**config.mk**
```make
export PLATFORM = sky130hd
export DESIGN_NAME = width_match_port
export DESIGN_NICKNAME = d
export VERILOG_FILES = /design/src/rtl/wmp_pkg.sv /design/src/rtl/wmp_cfg_latch.sv /design/src/rtl/wmp_pack.sv /design/src/rtl/wmp_unpack.sv /design/src/rtl/width_match_port.sv
export SDC_FILE = /design/constraint.sdc
export NUM_CORES = 1
export LEC_CHECK = 0
export BUFFER_PORTS_ARGS = -buffer_cell sky130_fd_sc_hd__buf_4
export CAP_MARGIN = 20
export CORE_MARGIN = 3
export CORE_UTILIZATION = 45
export DETAILED_ROUTE_END_ITERATION = 16
export PLACE_DENSITY = 0.74
export SLEW_MARGIN = 5
export SYNTH_ARGS = -nofsm -noshare
export SYNTH_HDL_FRONTEND = slang
export SYNTH_SLANG_ARGS = --single-unit
```
**constraint.sdc**
```tcl
create_clock -name clk -period 4 [get_ports clk]
set_input_delay 0.6 -clock clk [delete_from_list [all_inputs] [get_ports clk]]
set_output_delay 0.6 -clock clk [all_outputs]
set_load 0.02 [all_outputs]
```
**src/rtl/wmp_pkg.sv**
```systemverilog
package wmp_pkg;
  typedef struct packed {
    logic in_wide;
    logic out_wide;
    logic big_end;
  } wmp_cfg_t;

  typedef enum logic {
    HALF_FIRST  = 1'b0,
    HALF_SECOND = 1'b1
  } half_e;
endpackage

```
**src/rtl/wmp_cfg_latch.sv**
```systemverilog
module wmp_cfg_latch
  import wmp_pkg::*;
(
  input  logic     clk,
  input  logic     rst_n,
  input  wmp_cfg_t cfg_pins,
  output wmp_cfg_t cfg_q
);
  always_ff @(posedge clk) begin
    if (!rst_n) cfg_q <= cfg_pins;
  end
endmodule

```
**src/rtl/wmp_pack.sv**
```systemverilog
module wmp_pack #(
  parameter int LANE_W = 9
) (
  input  logic                clk,
  input  logic                rst_n,
  input  logic                prst_n,
  input  logic                in_wide,
  input  logic                big_end,
  input  logic                wr_en,
  input  logic [2*LANE_W-1:0] wr_data,
  output logic                st_wr_en,
  output logic [2*LANE_W-1:0] st_wr_data,
  output logic                pending
);
  localparam int ENTRY_W = 2 * LANE_W;

  logic [LANE_W-1:0] first_q;

  function automatic logic [ENTRY_W-1:0] join_lanes(
    input logic [LANE_W-1:0] first,
    input logic [LANE_W-1:0] second,
    input logic              big
  );
    return big ? {first, second} : {second, first};
  endfunction

  always_ff @(posedge clk) begin
    if (!rst_n || !prst_n) begin
      pending    <= 1'b0;
      first_q    <= '0;
      st_wr_en   <= 1'b0;
      st_wr_data <= '0;
    end else begin
      st_wr_en <= 1'b0;
      if (wr_en) begin
        if (in_wide) begin
          st_wr_en   <= 1'b1;
          st_wr_data <= wr_data;
        end else if (!pending) begin
          pending <= 1'b1;
          first_q <= wr_data[LANE_W-1:0];
        end else begin
          pending    <= 1'b0;
          st_wr_en   <= 1'b1;
          st_wr_data <= join_lanes(first_q, wr_data[LANE_W-1:0], big_end);
        end
      end
    end
  end
endmodule

```
**src/rtl/wmp_unpack.sv**
```systemverilog
module wmp_unpack
  import wmp_pkg::*;
#(
  parameter int LANE_W = 9
) (
  input  logic                clk,
  input  logic                rst_n,
  input  logic                prst_n,
  input  logic                out_wide,
  input  logic                big_end,
  input  logic                rd_en,
  input  logic [2*LANE_W-1:0] st_head,
  input  logic                st_head_vld,
  output logic                st_pop,
  output logic                rd_vld,
  output logic [2*LANE_W-1:0] rd_data,
  output logic                second_half
);
  localparam int ENTRY_W = 2 * LANE_W;

  half_e half_q;
  logic  take;

  function automatic logic [LANE_W-1:0] pick_lane(
    input logic [ENTRY_W-1:0] entry,
    input logic               second,
    input logic               big
  );
    return (big ^ second) ? entry[ENTRY_W-1:LANE_W] : entry[LANE_W-1:0];
  endfunction

  assign take        = rd_en && st_head_vld;
  assign second_half = (half_q == HALF_SECOND);
  assign st_pop      = take && (out_wide || second_half);

  always_ff @(posedge clk) begin
    if (!rst_n || !prst_n) begin
      half_q  <= HALF_FIRST;
      rd_vld  <= 1'b0;
      rd_data <= '0;
    end else begin
      rd_vld <= take;
      if (take) begin
        if (out_wide) begin
          rd_data <= st_head;
        end else begin
          rd_data <= {{LANE_W{1'b0}}, pick_lane(st_head, second_half, big_end)};
          half_q  <= second_half ? HALF_FIRST : HALF_SECOND;
        end
      end
    end
  end
endmodule

```
**src/rtl/width_match_port.sv**
```systemverilog
module width_match_port
  import wmp_pkg::*;
#(
  parameter int LANE_W  = 9,
  localparam int ENTRY_W = 2 * LANE_W
) (
  input  logic               clk,
  input  logic               rst_n,
  input  logic               prst_n,
  input  logic               cfg_in_wide,
  input  logic               cfg_out_wide,
  input  logic               cfg_big_end,
  input  logic               wr_en,
  input  logic [ENTRY_W-1:0] wr_data,
  output logic               st_wr_en,
  output logic [ENTRY_W-1:0] st_wr_data,
  input  logic [ENTRY_W-1:0] st_head,
  input  logic               st_head_vld,
  output logic               st_pop,
  input  logic               rd_en,
  output logic               rd_vld,
  output logic [ENTRY_W-1:0] rd_data
);
  wmp_cfg_t cfg_pins, cfg_q;
  logic     cfg_in_wide_q, cfg_out_wide_q, cfg_big_end_q;
  logic     half_pending, second_half;

  assign cfg_pins = '{in_wide: cfg_in_wide, out_wide: cfg_out_wide, big_end: cfg_big_end};
  assign cfg_in_wide_q  = cfg_q.in_wide;
  assign cfg_out_wide_q = cfg_q.out_wide;
  assign cfg_big_end_q  = cfg_q.big_end;

  wmp_cfg_latch u_cfg (
    .clk      (clk),
    .rst_n    (rst_n),
    .cfg_pins (cfg_pins),
    .cfg_q    (cfg_q)
  );

  wmp_pack #(.LANE_W(LANE_W)) u_pack (
    .clk        (clk),
    .rst_n      (rst_n),
    .prst_n     (prst_n),
    .in_wide    (cfg_in_wide_q),
    .big_end    (cfg_big_end_q),
    .wr_en      (wr_en),
    .wr_data    (wr_data),
    .st_wr_en   (st_wr_en),
    .st_wr_data (st_wr_data),
    .pending    (half_pending)
  );

  wmp_unpack #(.LANE_W(LANE_W)) u_unpack (
    .clk         (clk),
    .rst_n       (rst_n),
    .prst_n      (prst_n),
    .out_wide    (cfg_out_wide_q),
    .big_end     (cfg_big_end_q),
    .rd_en       (rd_en),
    .st_head     (st_head),
    .st_head_vld (st_head_vld),
    .st_pop      (st_pop),
    .rd_vld      (rd_vld),
    .rd_data     (rd_data),
    .second_half (second_half)
  );
endmodule

```
Yosys cells after proc, flatten, opt, wreduce, memory -nomap -nowiden
Index checks and enable logic that the tools add are counted.
- bitwise logic cells: 5
- reduce and logical (&&, ||, !) cells: 12
- mux-type cells: 9
- operator list (operator ; number):
    18-bit two-way mux ; 4
    9-bit two-way mux ; 1
    2-bit AND reduction ; 3
    1-bit two-way mux ; 4
    1-bit NOT ; 4
    3-bit AND reduction ; 1
    1-bit logical AND ; 2
    1-bit zero test ; 2
    1-bit logical OR ; 2
    2-bit nonzero test ; 1
    2-bit OR reduction ; 1
    1-bit XOR ; 1
- flip-flop bits (word level): 52
- logic and storage cells: 36
- output and inout port bits: 39
- input port bits: 45

Depth between registers and ports, before layout
Gate-level depths: netlist (run 1).
- word-level depth: 3
- mapped depth: 5
- depth with buffers taken out: 3

By module
Synthesis (run 1) repeated with hierarchy kept, for this count alone.
- cell total of the unflattened synthesis: 256
- area, all modules: 2357.3 sq um
- modules (own cells, without submodules) (module ; cells each ; instances ; seq. area each (sq um) ; area an instance (sq um)):
    wmp_pack ; 149 ; 1 ; 580.6 ; 1428.9
    wmp_unpack ; 103 ; 1 ; 400.4 ; 834.6
    wmp_cfg_latch ; 4 ; 1 ; 90.1 ; 93.8

Worst setup path before layout (run 1)
OpenSTA, ideal clock, no wires.
- path kind: input to output
- from: input port rd_en
- to: output port st_pop
- buffers on the path: 1
- data required time: 3.400 ns
- slack: 2.250 ns
- stages: 3
- data arrival time: 1.150 ns
- path through: nand2_1 > clkbuf_1 > nor2_1
- cells in the longest elaborated chain, start to end: 2
- ends and longest elaborated chain (element ; RTL line ; RTL):
    start, declared ; width_match_port.sv:20 ; input logic rd_en,
    1-bit logical AND ; wmp_unpack.sv:32 ; assign take = rd_en && st_head_vld;
    1-bit logical AND ; wmp_unpack.sv:34 ; assign st_pop = take && (out_wide || second_half);
    end, declared ; width_match_port.sv:19 ; output logic st_pop,
No other way between the ends.

Worst setup path in the final report (run 1)
- from: register u_cfg.cfg_q[2] (netlist name)
- to: register u_pack.st_wr_data[10]
- cells in the longest elaborated chain, start to end: 2
- elaborated cells between the ends (all ways): 3
- ends and longest elaborated chain (element ; RTL line ; RTL):
    2-bit nonzero test (no line) ; n/a ;
    2-bit AND reduction (no line) ; n/a ;
    end signal, assigned ; wmp_pack.sv:38 ; st_wr_data <= wr_data;
    end signal, assigned ; wmp_pack.sv:45 ; st_wr_data <= join_lanes(first_q, wr_data[LANE_W-1:0], big_end);
    end, declared ; wmp_pack.sv:12 ; output logic [2*LANE_W-1:0] st_wr_data,
Parallel ways exist; a longest one is shown, timed or not.
A chain may end at the register's enable or synchronous reset.

==> flow_metrics.tcl, run 1 <==
set metrics [dict create \
    regToRegSetupSlack_ns 1.70 \
    synth_commonest_cells "49 x dfxtp_1, 30 x nand2_1, 28 x o21ai_0" \
    min_period_over_period_pct 57.5 \
    maxCapViolations 0 \
    synthArstFlopShare_pct 0 \
    power.leakage_nw 1.22 \
    cts_tree "built" \
    power_density_nw_per_um2 364 \
    yosysMostFrequentCell "dfxtp_1" \
    max_freq_mhz 435 \
    placedCellCount 377 \
    slew_headroom_pct 32.8 \
    die_w_um 76.1 \
    core-area_um2 4530 \
    yosysSeqAreaShare_pct 48.5 \
    wl_per_cell_um 14.4 \
    final_nets 364 \
    crit_end "u_pack.st_wr_data[10]" \
    syn-num-nets 292 \
    hold_buffers 0 \
    drtPass1Iterations 4 \
    grt_setup_unrepaired "false" \
    crit_path_max_fanout 22 \
    clock-sinks 52 \
    dp_hpwl_mm 4.01 \
    synth_warnings 0 \
    htreeDepth 2 \
    r2r-end "u_pack.st_wr_data[10]" \
    n_antenna_cell 0 \
    grt_pass1_wl_mm 8.83 \
    place_area_um2 2830 \
    num_rows 24 \
    crit_required_ns 4.22 \
    wirelength_mm 5.56 \
    insertion_delay_ns 0.30 \
    detail-route-antenna-nets 0 \
    fp.dieArea_um2 5780 \
    path_clk_slew_ns 0.09 \
    drive_gt1_share_pct 32.2 \
    area_delta_synth_final_pct 33.0 \
    start_util_pct 48.7 \
    crit_start "u_cfg.cfg_q[2]" \
    synthCells 247 \
    end_kind "register" \
    p_total_w 0.00107 \
    cts_root_buf "clkbuf_8" \
    port-buffer-count 83 \
    antenna_found_initial 0 \
    clockBufferDepth 2 \
    yosys-top-cells-area "dfxtp_1 44%, mux2i_1 8.2%, o21ai_0 6.3%, nand2_1 5.1%, mux2_2 4.6%" \
    synth_edf_count 3 \
    peakVddDrop_v 0.000191 \
    grt_use_total_pct 18.5 \
    status "complete, no violations" \
    setup_viol 0 \
    synth_area_leader_cell "dfxtp_1" \
    worstSetupStartpointType "register" \
    tns_ns 0 \
    path_cells "o21a_1 -> buf_4 -> nand2_1 -> o22ai_1" \
    via_per_inst 5.26 \
    critical_path_class "register to register" \
    finalClockSkew_ns 0.00791 \
    synth-main-ff-cell "dfxtp_1" \
    overflow 0 \
    cp_slowest_cell "edfxtp_1" \
    yosysUniqueCellTypes 26 \
    synth_top_area_share_pct 44.4 \
    vias 2026 \
    grt_max_degree 31 \
    finalCriticalPeriod_ns 2.30 \
    arrival_ns 2.52 \
    drt_iter0_drc 125 \
    slowest_delay_ns 0.94 \
    grt_pass1_vias 1926 \
    reg2regPathDepth 4 \
    syn-cell-area_um2 2210 \
    instances_no_fill 385 \
    slew_viol_final 0 \
    worst_slew_pin_slew_ns 1.01 \
    finalHoldViolations 0 \
    die_h_um 76.1 \
    worstHoldPathType "register to register" \
    syn_avg_cell_area_um2 8.94 \
    final_cell_area_um2 2940 \
    num_io_pins 84 \
    cts_setup_buffers 0 \
    cts-resized-gates 0 \
    place.gp.congestion 0.821 \
    drc_errors 0 \
    r2r-start "u_cfg.cfg_q[2]" \
    numCtsBuffers 5 \
    synth-seq-cells 52 \
]
## critical path: cells and delay by family (launching register included)
family / cells / cell delay (ns)
flip-flops: 1 / 0.94
AO/OA/AOI/OAI: 2 / 0.77
buffers and inverters: 1 / 0.28
AND/OR/NAND/NOR: 1 / 0.23
## cell families after synthesis
logic type	Yosys count	synth area share [%]
xor+xnor	3	1.53
buf+inv	24	5.16
flops	52	48.5
mux	27	12.7
simple gates	75	14.4
compound gates	66	17.6
## metal layers
metal	wire length, µm	GRT usage, %	vias to the layer above
li1	-	-	1021
met1	2320	22.1	926
met2	2670	30.6	71
met3	467	6.26	8
met4	99	7.79	0
met5	0	0	-
## cells in the final DEF, fill, tap and decap left out
cell type  count
a21oi_1       10
a311oi_1       9
a31oi_1        9
and2_1         2
buf_4         84
bufinv_16      1
clkbuf_1       1
clkbuf_8       5
clkinv_1       1
clkinv_2       1
dfxtp_1       49
edfxtp_1       3
inv_1          4
mux2_2         9
mux2i_1       18
nand2_1       30
nand3_1       18
nand3b_1       1
nor2_1        22
nor2_2         1
nor3b_2        1
o21a_1         1
o21ai_0       28
o22ai_1        9
xnor2_1        1
xor2_1         1
xor2_2         1
## state kept, by name (all words and copies together) (netlist names)
register              cells
u_pack.st_wr_data        18
u_unpack.rd_data         18
u_pack.first_q            9
u_cfg.cfg_q               3
u_pack.pending            1
u_pack.st_wr_en           1
u_unpack.rd_vld           1
u_unpack.second_half      1
## worst min path at each step
stage / endpoint / from / slack [ns] / cells past startpoint
2_1_floorplan: u_pack.st_wr_data[0] / u_pack.first_q[0] / 0.46 / 2
5_1_grt: u_cfg.cfg_q[2] / cfg_in_wide / 0.46 / 1
3_3_place_gp: u_unpack.rd_data[10] / u_unpack.rd_data[10] / 0.44 / 2
3_5_place_dp: u_unpack.rd_data[17] / u_unpack.rd_data[17] / 0.45 / 2
6_report: u_unpack.rd_data[14] / u_unpack.rd_data[14] / 0.46 / 2
4_1_cts: u_unpack.rd_data[17] / u_unpack.rd_data[17] / 0.46 / 2
## final cells by class
cell class / count / area, µm²
sequential: 52 / 1070
clock buffer: 6 / 72.6
inverter: 5 / 18.8
tap: 65 / 81.3
timing repair buffer: 84 / 631
fill: 402 / 1600
multi-input combinational: 171 / 1030
clock inverter: 2 / 35.0
## stage by stage
| stage | hold slack, ns | worst slack [ns] | util, % |
|---|---|---|---|
| finish | 0.464 | 1.70 | 64.8 |
| floorplan | 0.464 | 2.25 | - |
| global route | 0.456 | 1.52 | 64.8 |
| global placement | 0.441 | 1.84 | 62.4 |
| detailed placement | 0.448 | 1.77 | 62.4 |
| CTS | 0.463 | 1.74 | 64.8 |
## where the power goes
part / leakage [nW] / internal (W) / switching, W
Sequential: 0.427 / 0.000539 / 0.0000242
Clock: 0.0552 / 0.000186 / 0.000163
Combinational: 0.733 / 0.0000781 / 0.0000812
Total: 1.22 / 0.000803 / 0.000268
(Power assumes the default switching activity.)
==> run 2, diff against run 1 <==
--- a/config.mk
+++ b/config.mk
@@ -5,12 +5,13 @@
 export SDC_FILE = /design/constraint.sdc
 export NUM_CORES = 1
 export LEC_CHECK = 0
+export ABC_AREA = 1
 export BUFFER_PORTS_ARGS = -buffer_cell sky130_fd_sc_hd__buf_4
 export CAP_MARGIN = 20
 export CORE_MARGIN = 3
-export CORE_UTILIZATION = 45
+export CORE_UTILIZATION = 44
 export DETAILED_ROUTE_END_ITERATION = 16
-export PLACE_DENSITY = 0.74
+export PLACE_DENSITY = 0.75
 export SLEW_MARGIN = 5
 export SYNTH_ARGS = -nofsm -noshare
 export SYNTH_HDL_FRONTEND = slang
==> constraint.sdc (replaced) <==
create_clock -name clk -period 2.09 [get_ports clk]
set_input_delay 0.3135 -clock clk [delete_from_list [all_inputs] [get_ports clk]]
set_output_delay 0.3135 -clock clk [all_outputs]
set_load 0.02 [all_outputs]
==> flow_metrics.tcl, run 2 <==
set metrics [dict create \
    synth_edf_count 3 \
    yosysSeqAreaShare_pct 46.3 \
    clockPowerShare_pct 30.7 \
    synth_area_leader_cell "dfxtp_1" \
    synth-main-ff-cell "dfxtp_1" \
    power.leakage_nw 1.40 \
    p_int_w 0.00149 \
    grt_max_degree 29 \
    grt_pass1_wl_mm 9.65 \
    synth_commonest_cells "67 x nand2_1, 49 x dfxtp_1, 45 x nor2_1, 45 x o21ai_0, 30 x a21oi_1" \
    synthArstFlopShare_pct 0 \
    synth_xor_area_share_pct 0 \
    r2r-end "u_pack.st_wr_data[6]" \
    max_freq_mhz 511 \
    synth-seq-cells 52 \
    wirelength_mm 6.01 \
    overflow 0 \
    min_period_over_period_pct 93.7 \
    synth.area.mux_share_pct 0 \
    drt_iter0_drc 234 \
    n_antenna_cell 0 \
    place_area_um2 2940 \
    worstSetupStartpointType "register" \
    die_w_um 78.5 \
    num_rows 25 \
    detail-route-antenna-nets 0 \
    grt_setup_unrepaired "false" \
    finalCriticalPeriod_ns 1.96 \
    numCtsBuffers 5 \
    maxCapViolations 0 \
    critical_path_class "register to output pin" \
    syn_avg_cell_area_um2 7.19 \
    die_h_um 78.5 \
    final_common_cell "buf_4" \
    final_nets 442 \
    clock-sinks 52 \
    fp.dieArea_um2 6170 \
    finalClockSkew_ns 0.00489 \
    p_sw_share_pct 27.0 \
    clockBufferDepth 2 \
    p_sw_w 0.000551 \
    place.gp.congestion 0.812 \
    cts_tree "built" \
    setup_viol 0 \
    synthCells 322 \
    layout_common_cells "87 x buf_4, 67 x nand2_1, 49 x dfxtp_1" \
    core-area_um2 4910 \
    status "complete, no violations" \
    drc_errors 0 \
    yosysUniqueCellTypes 20 \
    yosys-top-cells-area "dfxtp_1 42%, nand2_1 11%, o21ai_0 9.7%, nor2_1 7.3%, a21oi_1 6.5%" \
    num_io_pins 84 \
    grt_pass1_vias 2102 \
    hold_buffers 0 \
    port-buffer-count 83 \
    cts-resized-gates 0 \
    r2r-start "u_cfg.cfg_q[0]" \
    dp_hpwl_mm 4.34 \
    synth_warnings 0 \
    finalHoldViolations 0 \
    slew_viol_final 0 \
    path_clk_slew_ns 0.09 \
    crit_path_max_fanout 11 \
    power_density_nw_per_um2 671 \
    arrival_ns 1.64 \
    regToRegSetupSlack_ns 0.46 \
    holdPathStages 1 \
    synth-adder-area-share_pct 0 \
    htreeDepth 2 \
    via_per_inst 5.08 \
    drive_gt1_share_pct 25.6 \
    wl_per_cell_um 12.9 \
    start_util_pct 47.1 \
    peakVddDrop_v 0.000369 \
    end_kind "output pin" \
    crit_end "st_pop" \
    crit_start "u_cfg.cfg_q[1]" \
    crit_required_ns 1.78 \
    synth_top_area_share_pct 42.4 \
    cts_root_buf "clkbuf_8" \
    top_regs "u_pack.st_wr_data x18, u_unpack.rd_data x18, u_pack.first_q x9" \
    antenna_found_initial 0 \
    pwr-share-seq_pct 52.2 \
    drtPass1Iterations 4 \
    final_cell_area_um2 3040 \
    tns_ns 0 \
    grt_use_total_pct 19.6 \
    cts_setup_buffers 0 \
    vias 2361 \
    synth_compound_area_share_pct 16.6 \
    p_comb_share_pct 17.1 \
    synthSimpleGateAreaFrac_pct 27.7 \
    slew_headroom_pct 61.1 \
    area_delta_synth_final_pct 31.3 \
    yosysMostFrequentCell "nand2_1" \
    insertion_delay_ns 0.30 \
    reg2regPathDepth 5 \
    worstHoldPathType "primary input to register" \
    syn-num-nets 367 \
    worst_slew_pin_slew_ns 0.582 \
    syn-cell-area_um2 2310 \
    synth_top_family_by_area "simple AND/OR/NAND/NOR gates" \
]
-- run 2: critical path, cell delays in order (launching register included) --
cell      delay [ns]
edfxtp_1        0.55
inv_1           0.27
a21oi_1         0.32
buf_4           0.20
-- run 2: power by group through the flow --
stage	combinational, W	clock [W]	sequential, W
after global routing	0.000387	0.000682	0.00107
after global placement	0.000341	0	0.00109
after detailed placement	0.000346	0	0.00109
after floorplan	0.000190	0	0.00111
after CTS	0.000348	0.000644	0.00107
final	0.000348	0.000626	0.00107
-- run 2: how the worst min path moves through the flow --
stage / from / to / slack (ns)
6_report: cfg_out_wide / u_cfg.cfg_q[1] / 0.19
5_1_grt: cfg_big_end / u_cfg.cfg_q[0] / 0.17
4_1_cts: cfg_out_wide / u_cfg.cfg_q[1] / 0.18
3_5_place_dp: u_pack.first_q[2] / u_pack.first_q[2] / 0.46
3_3_place_gp: u_pack.first_q[7] / u_pack.first_q[7] / 0.45
2_1_floorplan: cfg_big_end / u_cfg.cfg_q[0] / 0.41
-- run 2: kinds of logic after synthesis --
group,Yosys count
DFF,52
buffers and inverters,46
AOI/OAI and AO/OA,77
and+or+nand+nor,147
-- run 2: metrics by stage --
stage	utilization, %	power (W)	cells	setup WS (ns)	hold WS [ns]
finish	61.9	0.00204	465	0.133	0.185
global route	61.9	0.00214	465	0.0169	0.167
CTS	61.9	0.00206	465	0.166	0.177
detailed placement	59.8	0.00143	457	0.326	0.455
global placement	59.8	0.00143	457	0.450	0.450
floorplan	-	0.00130	322	0.815	0.412
-- run 2: cell type report --
| class | count | area (µm²) |
|---|---|---|
| sequential | 52 | 1070 |
| inverter | 27 | 101 |
| timing repair buffer | 87 | 653 |
| tap | 67 | 83.8 |
| multi-input combinational | 224 | 1030 |
| fill | 490 | 1870 |
| clock inverter | 1 | 5.00 |
| clock buffer | 7 | 97.6 |
-- run 2: metal layers --
metal  track usage (%)  share of wire, %
met5                 0                 0
met4              5.24              0.77
met3              4.47               4.7
met2              31.1                48
met1              26.7                47
==> run 3, diff against run 2 <==
==> constraint.sdc (replaced) <==
create_clock -name clk -period 2.09 [get_ports clk]
set_input_delay 0.3135 -clock clk [delete_from_list [all_inputs] [get_ports clk]]
set_output_delay 0.3135 -clock clk [all_outputs]
set_load 0.01 [all_outputs]
==> flow_metrics.tcl, run 3 (same netlist as run 2, synthesis figures left out) <==
set metrics [dict create \
    status "complete, no violations" \
    cts_tree "built" \
    drt_iter0_drc 201 \
    finalClockSkew_ns 0.00271 \
    worstSetupStartpointType "register" \
    die_h_um 78.5 \
    wirelength_mm 6.05 \
    via_per_inst 4.90 \
    end_kind "output pin" \
    cts_root_buf "clkbuf_8" \
    final_nets 443 \
    maxCapViolations 0 \
    n_antenna_cell 0 \
    num_rows 25 \
    detail-route-antenna-nets 0 \
    wl_per_cell_um 13.0 \
    critical_path_class "register to output pin" \
    port-buffer-count 83 \
    area_delta_synth_final_pct 31.8 \
    arrival_ns 1.48 \
    hold_end "u_cfg.cfg_q[2]" \
    top_regs "u_pack.st_wr_data x18, u_unpack.rd_data x18, u_pack.first_q x9" \
    cts_setup_buffers 0 \
    grt_use_total_pct 19.6 \
    reg2regPathDepth 5 \
    drc_errors 0 \
    overflow 0 \
    num_io_pins 84 \
    setup_viol 0 \
    min-delay-start "cfg_in_wide" \
    drtPass1Iterations 4 \
    hold_ws_ns 0.189 \
    finalCriticalPeriod_ns 1.79 \
    p_total_w 0.00206 \
    r2r-end "u_pack.st_wr_data[7]" \
    grt_max_degree 29 \
    worst_slew_pin_slew_ns 0.541 \
    fp.dieArea_um2 6170 \
    numCtsBuffers 5 \
    crit_required_ns 1.78 \
    insertion_delay_ns 0.30 \
    clockBufferDepth 2 \
    grt_pass1_wl_mm 9.56 \
    worstHoldPathType "primary input to register" \
    final_common_cell "buf_4" \
    drive_gt1_share_pct 25.8 \
    holdPathStages 1 \
    htreeDepth 2 \
    dp_hpwl_mm 4.47 \
    place.gp.congestion 0.868 \
    antenna_found_initial 0 \
    regToRegSetupSlack_ns 0.56 \
    layout_common_cells "88 x buf_4, 67 x nand2_1, 49 x dfxtp_1" \
    grt_setup_unrepaired "false" \
    grt_pass1_vias 2048 \
    tns_ns 0 \
    cts-resized-gates 0 \
    min_period_over_period_pct 85.9 \
    slew_viol_final 0 \
    max_freq_mhz 557 \
    slew_headroom_pct 63.8 \
    hold_buffers 0 \
    finalHoldViolations 0 \
    r2r-start "u_cfg.cfg_q[0]" \
    power.leakage_nw 1.41 \
    die_w_um 78.5 \
    fillCellCount 468 \
    path_clk_slew_ns 0.09 \
    crit_path_max_fanout 11 \
    vias 2284 \
    core-area_um2 4910 \
    peakVddDrop_v 0.000379 \
    clock-sinks 52 \
    start_util_pct 47.1 \
    power_density_nw_per_um2 675 \
]
-- run 3: cell types whose count changed in the layout (fill, tap and decap cells not counted), sizes merged --
cell | before | now
clkbuf | 7 | 6
buf | 87 | 88
bufinv | 0 | 1
-- run 3: critical path, stage by stage, from the launching register on --
cell and delay, ns:
edfxtp_1 0.53, inv_1 0.26, a21oi_1 0.24, buf_4 0.16
-- run 3: worst max-delay path by stage --
| stage | startpoint | to | slack, ns | depth (start not counted) |
|---|---|---|---|---|
| after floorplan | u_cfg.cfg_q[0] | u_unpack.rd_data[1] | 0.94 | 7 |
| after global placement | rd_en | u_unpack.rd_data[7] | 0.59 | 8 |
| after detailed placement | rd_en | u_unpack.rd_data[5] | 0.56 | 8 |
| after CTS | u_cfg.cfg_q[1] | st_pop | 0.31 | 3 |
| after global routing | u_cfg.cfg_q[1] | st_pop | 0.12 | 3 |
| final | u_cfg.cfg_q[1] | st_pop | 0.30 | 3 |
-- run 3: stage by stage --
step | setup WS [ns] | area [µm²] | cells | util (%)
3_5_place_dp | 0.561 | 2940 | 458 | 59.9
5_1_grt | 0.124 | 3050 | 466 | 62.1
6_report | 0.295 | 3050 | 466 | 62.1
2_1_floorplan | 0.939 | 2310 | 322 | -
3_3_place_gp | 0.585 | 2940 | 458 | 59.9
4_1_cts | 0.306 | 3050 | 466 | 62.1
-- run 3: layout make-up --
class	count	area [µm²]	share of cell area [%]
Timing Repair Buffer	88	661	21.6
Multi-Input combinational cell	224	1030	33.7
Tap cell	67	83.8	2.75
Clock buffer	6	72.6	2.38
Sequential cell	52	1070	35.1
Inverter	27	101	3.32
Clock inverter	2	35.0	1.15
-- run 3: where the power goes --
group / internal, W / switching (W) / total (W)
combinational: 0.000145 / 0.000187 / 0.000332
sequential: 0.00104 / 0.0000278 / 0.00106
clock: 0.000355 / 0.000308 / 0.000663
-- run 3: routing by layer --
metal | GRT usage, % | part of all wire [%] | vias up
met3 | 2.98 | 4.7 | 7
met5 | 0 | 0 | -
met2 | 30.4 | 46 | 63
met1 | 27.6 | 48 | 1016
met4 | 6.82 | 1.3 | 0
li1 | - | - | 1198
